[src/rtl/tod_pkg.sv]
package tod_pkg;
  parameter int unsigned NS_W     = 44;
  parameter int unsigned FRAC_W   = 28;
  parameter int unsigned DW       = 32;
  parameter int unsigned LOW_W    = 4;
  parameter int unsigned MID_W    = 32;
  parameter int unsigned TOP_LANE = 8;   // write lane lsb of top field
  localparam int unsigned TOP_W   = NS_W - LOW_W - MID_W;
  localparam int unsigned ACC_W   = NS_W + FRAC_W;
  parameter logic [31:0] INC_DEFAULT = 32'h8000_0000;

  typedef enum logic [1:0] {
    SEL_LOW = 2'd0,
    SEL_MID = 2'd1,
    SEL_TOP = 2'd2,
    SEL_INC = 2'd3
  } reg_sel_e;

  typedef struct packed {
    logic top;
    logic mid;
    logic low;
  } tload_t;
endpackage

[src/rtl/tod_nco_accum.sv]
module tod_nco_accum
  import tod_pkg::*;
(
  input  logic              clk_i,
  input  logic              rst_ni,
  input  logic [DW-1:0]     inc_i,
  input  tload_t            ld_i,
  input  logic [DW-1:0]     wdata_i,
  output logic [NS_W-1:0]   ns_o
);
  logic [ACC_W-1:0] acc_q, acc_sum;
  logic [NS_W-1:0]  ns_cur, ns_ld;
  logic             ld_any;

  assign ns_cur  = acc_q[ACC_W-1:FRAC_W];
  assign ld_any  = |ld_i;
  assign acc_sum = acc_q + {{(ACC_W-DW){1'b0}}, inc_i};

  always_comb begin
    ns_ld = ns_cur;
    if (ld_i.low) ns_ld[LOW_W-1:0]           = wdata_i[LOW_W-1:0];
    if (ld_i.mid) ns_ld[LOW_W+MID_W-1:LOW_W] = wdata_i[MID_W-1:0];
    if (ld_i.top) ns_ld[NS_W-1:LOW_W+MID_W]  = wdata_i[TOP_LANE+TOP_W-1:TOP_LANE];
  end

  // field write wins over accumulation and restarts the fraction
  always_ff @(posedge clk_i or negedge rst_ni) begin
    if (!rst_ni)     acc_q <= '0;
    else if (ld_any) acc_q <= {ns_ld, {FRAC_W{1'b0}}};
    else             acc_q <= acc_sum;
  end

  assign ns_o = ns_cur;

  p_halt_r4: assert property (@(posedge clk_i) disable iff (!rst_ni)
    (inc_i == '0 && !ld_any) |=> $stable(acc_q));
  p_step_r2: assert property (@(posedge clk_i) disable iff (!rst_ni)
    (inc_i == INC_DEFAULT && acc_q[FRAC_W-1:0] == '0 && !ld_any)
      |=> ns_o == $past(ns_o) + NS_W'(8));
  p_frac_clr_r8: assert property (@(posedge clk_i) disable iff (!rst_ni)
    ld_any |=> acc_q[FRAC_W-1:0] == '0);
  p_low_ld_r5: assert property (@(posedge clk_i) disable iff (!rst_ni)
    ld_i.low |=> ns_o[LOW_W-1:0] == $past(wdata_i[LOW_W-1:0]));
  p_mid_ld_r6: assert property (@(posedge clk_i) disable iff (!rst_ni)
    ld_i.mid |=> ns_o[LOW_W+MID_W-1:LOW_W] == $past(wdata_i[MID_W-1:0]));
  p_top_ld_r7: assert property (@(posedge clk_i) disable iff (!rst_ni)
    ld_i.top |=> ns_o[NS_W-1:LOW_W+MID_W] == $past(wdata_i[TOP_LANE+TOP_W-1:TOP_LANE]));
endmodule

[src/rtl/tod_regif.sv]
module tod_regif
  import tod_pkg::*;
#(
  parameter logic [DW-1:0] INC_RST = INC_DEFAULT
) (
  input  logic            clk_i,
  input  logic            rst_ni,
  input  logic            wr_en_i,
  input  logic            rd_en_i,
  input  logic [1:0]      addr_i,
  input  logic [DW-1:0]   wdata_i,
  input  logic [NS_W-1:0] ns_i,
  output logic [DW-1:0]   inc_o,
  output tload_t          ld_o,
  output logic [DW-1:0]   rdata_o
);
  reg_sel_e          sel;
  logic [DW-1:0]     inc_q, rdata_q, rdata_d;
  logic [MID_W-1:0]  shadow_q, mid_live;
  logic              shv_q;

  assign sel      = reg_sel_e'(addr_i);
  assign mid_live = ns_i[LOW_W+MID_W-1:LOW_W];

  always_comb begin
    ld_o     = '0;
    ld_o.low = wr_en_i && sel == SEL_LOW;
    ld_o.mid = wr_en_i && sel == SEL_MID;
    ld_o.top = wr_en_i && sel == SEL_TOP;
  end

  always_comb begin
    unique case (sel)
      SEL_LOW: rdata_d = {{(DW-LOW_W){1'b0}}, ns_i[LOW_W-1:0]};
      SEL_MID: rdata_d = shv_q ? shadow_q : mid_live;
      SEL_TOP: rdata_d = {{(DW-TOP_W){1'b0}}, ns_i[NS_W-1:LOW_W+MID_W]};
      default: rdata_d = inc_q;
    endcase
  end

  always_ff @(posedge clk_i or negedge rst_ni) begin
    if (!rst_ni) begin
      inc_q    <= INC_RST;
      rdata_q  <= '0;
      shadow_q <= '0;
      shv_q    <= 1'b0;
    end else begin
      if (wr_en_i && sel == SEL_INC) inc_q <= wdata_i;
      if (rd_en_i) begin
        rdata_q <= rdata_d;
        if (sel == SEL_TOP) begin
          shadow_q <= mid_live;
          shv_q    <= 1'b1;
        end else if (sel == SEL_MID) begin
          shv_q    <= 1'b0;
        end
      end
    end
  end

  assign inc_o   = inc_q;
  assign rdata_o = rdata_q;

  p_inc_wr_r4: assert property (@(posedge clk_i) disable iff (!rst_ni)
    (wr_en_i && sel == SEL_INC) |=> inc_o == $past(wdata_i));
  p_snap_r10: assert property (@(posedge clk_i) disable iff (!rst_ni)
    (rd_en_i && sel == SEL_TOP) |=> (shv_q && shadow_q == $past(mid_live)));
  p_snap_use_r10: assert property (@(posedge clk_i) disable iff (!rst_ni)
    (rd_en_i && sel == SEL_MID) |=> !shv_q);
  p_rd_hold_r11: assert property (@(posedge clk_i) disable iff (!rst_ni)
    !rd_en_i |=> $stable(rdata_o));
endmodule

[src/rtl/tod_nco_counter.sv]
module tod_nco_counter
  import tod_pkg::*;
#(
  parameter logic [31:0] INC_RST = INC_DEFAULT
) (
  input  logic              clk_i,
  input  logic              rst_ni,
  input  logic              wr_en_i,
  input  logic              rd_en_i,
  input  logic [1:0]        addr_i,
  input  logic [DW-1:0]     wdata_i,
  output logic [DW-1:0]     rdata_o,
  output logic [NS_W-1:0]   time_ns_o
);
  logic [DW-1:0]   inc;
  tload_t          ld;
  logic [NS_W-1:0] ns;

  tod_regif #(.INC_RST(INC_RST)) u_regif (
    .clk_i   (clk_i),
    .rst_ni  (rst_ni),
    .wr_en_i (wr_en_i),
    .rd_en_i (rd_en_i),
    .addr_i  (addr_i),
    .wdata_i (wdata_i),
    .ns_i    (ns),
    .inc_o   (inc),
    .ld_o    (ld),
    .rdata_o (rdata_o)
  );

  tod_nco_accum u_accum (
    .clk_i   (clk_i),
    .rst_ni  (rst_ni),
    .inc_i   (inc),
    .ld_i    (ld),
    .wdata_i (wdata_i),
    .ns_o    (ns)
  );

  assign time_ns_o = ns;

  p_time_wrap_r9: assert property (@(posedge clk_i) disable iff (!rst_ni)
    (inc == INC_DEFAULT && ns == {NS_W{1'b1}} - NS_W'(7) && ld == '0)
      |=> time_ns_o == '0);
endmodule

[config.mk]
export PLATFORM = sky130hd
export DESIGN_NAME = tod_nco_counter
export DESIGN_NICKNAME = d
export VERILOG_FILES = /design/src/rtl/tod_pkg.sv /design/src/rtl/tod_nco_accum.sv /design/src/rtl/tod_regif.sv /design/src/rtl/tod_nco_counter.sv
export SDC_FILE = /design/constraint.sdc
export NUM_CORES = 1
export LEC_CHECK = 0
export BUFFER_PORTS_ARGS = -buffer_cell sky130_fd_sc_hd__buf_2
export CAP_MARGIN = 40
export CELL_PAD_IN_SITES_DETAIL_PLACEMENT = 1
export CELL_PAD_IN_SITES_GLOBAL_PLACEMENT = 1
export CORE_MARGIN = 1
export CORE_UTILIZATION = 46
export DETAILED_ROUTE_END_ITERATION = 8
export PLACE_DENSITY = 0.88
export SYNTH_ARGS = -nofsm -noshare
export SYNTH_HDL_FRONTEND = slang
export SYNTH_SLANG_ARGS = --single-unit
[constraint.sdc]
create_clock -name clk_i -period 3.7 [get_ports clk_i]
set_clock_uncertainty 0.05 [all_clocks]
set_input_delay 0.37 -clock clk_i [delete_from_list [all_inputs] [get_ports clk_i]]
set_output_delay 0.37 -clock clk_i [all_outputs]
set_load 0.01 [all_outputs]
======== Word level (Yosys, flattened, before mapping) ========
Cells that the tools add are included.
W data, S select, Z words.
storage, ports and cells
  flip-flop bits (word level) ............. 169
  latch bits .............................. 0
  bits in writable memories ............... 0
  memory bits (read-only) ................. 0
  output and inout port bits .............. 76
  word-level logic and storage cells ...... 32
  memories kept ........................... 0
cells by class
  $add $sub $neg .......................... 1
  $mul .................................... 0
  divide/modulo/power cells ............... 0
  magnitude comparators ................... 0
  eq/ne operators ......................... 6
  shifts and indexed selects .............. 0
  multiplexer cells ....................... 8
  bitwise operators ....................... 0
  reduce and logical (&&, ||, !) cells .... 9
operator list
  operator              count
  $pmux W32 S3          1
  $add A72 B32 Y72      1
  $mux W72              1
  $mux W32              2
  $mux W8               1
  $ne A2 B2 Y1 const B  3
  $eq A2 B2 Y1 const B  2
  $logic_and A1 B1 Y1   4
  $mux W4               1
  $reduce_and A2 Y1     2
  $reduce_or A3 Y1      1
  $eq A2 B1 Y1 const B  1
  $logic_not A2 Y1      1
  $mux W1               2
  $reduce_bool A2 Y1    1

======== Longest topological paths before layout ========
  word-level depth ........................ 4
  gate-level depth with buffers ........... 12
  mapped depth without buffers ............ 11

======== Modules after synthesis ========
From an unflattened synthesis, not the netlist that was laid out.
unflattened totals
  cells, all modules ...................... 1039
  area total of the unflattened synthesis .. 10272.4 sq um
modules (own cells, without submodules)
  module         times used  cells each  area an instance (sq um)  seq. area each (sq um)
  tod_nco_accum  1           695         5836.8                    1801.7
  tod_regif      1           344         4435.5                    2428.6

======== Worst setup path after synthesis ========
OpenSTA, ideal clock, no wires.
  kind .................................... register to register
  start ................................... register u_regif.inc_q[0] (netlist: u_regif.inc_o[0])
  end ..................................... register u_accum.acc_q[46]
  library setup time ...................... 0.120 ns
  arrival ................................. 2.617 ns
  data required time ...................... 3.530 ns
  slack ................................... 0.914 ns
  cell stages (with the launch flop) ...... 13
  buffers on the path ..................... 1
  period minus slack after synthesis ...... 2.786 ns
  cells stage by stage .................... dfrtp_1 > ha_1 > inv_1 > fa_1 > and2b_1 > o2111ai_1 > a211oi_1 > o2111a_1 > o211ai_2 > a21oi_4 > buf_6 > nand4_1 > a31o_1
on the way
  cells in the longest elaborated chain, start to end .. 2
RTL lines
  item                    line                 text
  start, declared         tod_regif.sv:18      logic [DW-1:0] inc_q, rdata_q, rdata_d;
  start signal, assigned  tod_regif.sv:48      if (wr_en_i && sel == SEL_INC) inc_q <= wdata_i;
  $add A72 B32 Y72        tod_nco_accum.sv:17  assign acc_sum = acc_q + {{(ACC_W-DW){1'b0}}, inc_i};
  $mux W72                tod_nco_accum.sv:29  else if (ld_any) acc_q <= {ns_ld, {FRAC_W{1'b0}}};
  end signal, assigned    tod_nco_accum.sv:29
  end signal, assigned    tod_nco_accum.sv:30  else acc_q <= acc_sum;
  end, declared           tod_nco_accum.sv:11  logic [ACC_W-1:0] acc_q, acc_sum;
Every way passes these cells.
A chain may end at the register's enable or synchronous reset.

======== Worst setup path after layout ========
  start ................................... register u_regif.inc_q[0] (netlist: u_regif.inc_o[0])
  end ..................................... register u_accum.acc_q[54]
Same word-level chain as after synthesis.

==> flow_summary.toml <==
[cells_and_area]
multi_input_area_um2 = 5260
design_area_um2 = 11200
antenna_cells = 0
fillerInstances = 2383
seqCellArea_um2 = 4230
drive_gt1_frac = 0.267
nets = 1148
syn_to_final_growth_pct = 10.7

[status]
outcome = "finished clean"

[critical_path]
worst_path_largest_cell_delay_ps = 430
r2r_cells = 12
crit_type = "reg2reg"
crit_buf_inv = 2
startpoint_type = "flip-flop"
crit_family = "compound AO/OA/AOI/OAI gates"
rrSetupSlack_ps = 250
r2r_end = "u_accum.acc_q[54]"
critPathArrivalTime_ps = 3750
crit_fanout = 10
path_cells = "ha_1 > inv_1 > fa_1 > and2b_1 > o2111ai_1 > a211oi_1 > o2111a_1 > o211ai_2 > a21oi_4 > buf_4 > a311oi_1 > a311oi_2"
worstPathRequired_ps = 4010
critPathCaptureType = "flip-flop"
timing.rr.start = "u_regif.inc_o[0]"
crit_slowest_cell = "a211oi_1"

[worst_hold_path]
worstHoldPathType = "in2reg"
min_path_cells = 2
hp-start = "wdata_i[24]"
hold-path-endpoint = "u_regif.inc_o[24]"

[place]
portBuffers = 113
place.gp.congestion = 0.936
placed_area_um2 = 10600
dp_hpwl_mm = 24.3

[global_route]
grt.overflow.total = 0
antenna_found_initial = 1
grt_usage = 0.327
grt_pass1_vias = 9442
grt_max_degree = 76
grt_pass1_wl_mm = 55.3

[route]
dr.pass1.iters = 7
drt-initial-drc-count = 917
wirelength_mm = 35.5
via_count = 8971
drc = 0
vias_per_cell = 6.60
antenna_violating_nets_post_route = 0
routedWlPerCell_um = 26.1

[clocking]
cts_tree = "yes"
root_buffer = "clkbuf_16"
path_clk_slew_ps = 70
cts.path.max_buffers = 2
post_cts_resize_count = 0
cts_max_level = 4
cts_sinks = 169
cts_buffers = 17
insertion_delay_ps = 450

[floorplan]
start_util = 0.476
ios = 114
die-height_um = 150
dieWidth_um = 150
row_count = 53
floorplan.die_area_um2 = 22600
core_um2 = 21300

[timing]
rsz0062_at_grt = "no"
period_share = 0.932
hold_violations = 0
slew_headroom = 0.445
max_slew.worst_pin.slew_ps = 829
period_needed_ps = 3450
drv_slew = 0
fmax_ghz = 0.290
finalSetupTns_ps = 0
final-setup-viol-count = 0

[synth]
synth.avg_cell_area_um2 = 9.88
ys.warnings.count = 0
synth.yosys.seq_area_share = 0.418
ys_ff_latch = 169
yosysTopAreaCellShare = 0.415
yosysMostFrequentCell = "dfrtp_1"
synth.area.top_cells = "dfrtp_1, mux2_2, ha_1, nor2_1, buf_4"
async_flop_share = 1.00
ys.flop_type = "dfrtp_1"
synthesis.instances = 1025
synth_cell_types = 73
synth_nets = 1101
synth_area_um2 = 10100
ys_top_cells_by_count = "dfrtp_1, mux2_2, nor2_1"
synth_edf_count = 0
synth_area_leader_cell = "dfrtp_1"

[power_and_ir_drop]
max-vdd-ir-drop_mv = 0.314
p_leak_nw = 4.92
powerDensity_nw_per_um2 = 731

[job]
cap_violations = 0
[where the power goes]
part           internal (mW)  leakage [nW]  switching (mW)  total, mW
clock                  0.944         0.276           0.837       1.78
combinational           1.44          2.63            2.10       3.54
sequential              2.36          2.01           0.509       2.87
total                   4.74          4.92            3.45       8.19
[registers in the layout, indices dropped and copies added, names as in the netlist]
name,flops
u_accum.acc_q,72
u_regif.inc_o,32
u_regif.rdata_o,32
u_regif.shadow_q,32
u_regif.shv_q,1
[placed cells by master, fill, tap and decap left out, types with 12 or more instances in the layout]
cell type,n
and2_1,13
nand4_1,15
a22oi_1,30
mux2_2,104
a311oi_1,17
clkbuf_16,17
a21o_1,14
buf_2,112
nand3_1,18
a211oi_1,12
ha_1,37
buf_4,20
inv_1,14
dfrtp_1,168
o21ai_0,43
and3_1,22
a21oi_1,63
nor2_1,101
xnor2_1,18
nand2_1,65
nor3_1,23
[metrics by stage]
stage	cells	setup WS [ps]	total power, mW	hold WS, ps	utilization
2_1_floorplan	1025	914	5.28	24.4	-
5_1_grt	1360	86.7	8.59	130	0.526
6_report	1360	251	8.19	131	0.526
3_5_place_dp	1327	342	6.21	398	0.499
3_3_place_gp	1327	499	6.03	396	0.499
4_1_cts	1360	296	8.11	130	0.526
[worst max path at each step]
stage | start | end | slack, ps | cells after the start
2_1_floorplan | u_regif.inc_o[0] | u_accum.acc_q[46] | 910 | 12
3_3_place_gp | u_regif.inc_o[0] | u_accum.acc_q[52] | 500 | 11
3_5_place_dp | u_regif.inc_o[0] | u_accum.acc_q[38] | 340 | 11
4_1_cts | u_regif.inc_o[0] | u_accum.acc_q[54] | 300 | 12
5_1_grt | u_regif.inc_o[0] | u_accum.acc_q[38] | 90 | 12
6_report | u_regif.inc_o[0] | u_accum.acc_q[54] | 250 | 12
[layout make-up]
class / instances / area share
multi-input cells: 735 / 0.469
repair buffers: 135 / 0.0671
clock inverters: 14 / 0.0124
flip-flops and latches: 169 / 0.378
well taps: 275 / 0.0307
inverters: 14 / 0.00469
clock buffers: 18 / 0.0383
[metal layers]
layer	track usage	vias up	part of all wire
met5	0	-	0.00034
met4	0.163	2	0.043
met3	0.0658	122	0.078
met2	0.535	454	0.48
met1	0.411	4559	0.39
li1	-	3834	-
[worst register-to-register path: cells and delay by family, from the launching register on]
kind	cells	cell delay [ps]
and+or+nand+nor	1	240
AOI/OAI and AO/OA	7	1820
adders and majority gates	2	580
DFF	1	380
buffers and inverters	2	300
[logic make-up (layout without fill, tap and decap cells)]
kind of cell / Yosys count / in the layout / synth area share
simple gates: 297 / 297 / 0.144
compound gates: 267 / 267 / 0.185
flops: 169 / 169 / 0.418
buf+inv: 121 / 181 / 0.0643
mux: 104 / 104 / 0.116
fa+ha+maj: 38 / 38 / 0.0477
xor+xnor: 29 / 29 / 0.0251
[timing repair]
item                      in CTS  in global routing
buffers inserted               0                  0
hold buffers                   1                  0
hold endpoints to repair      73                  0
Note: power is estimated with default switching activity, not from simulation.
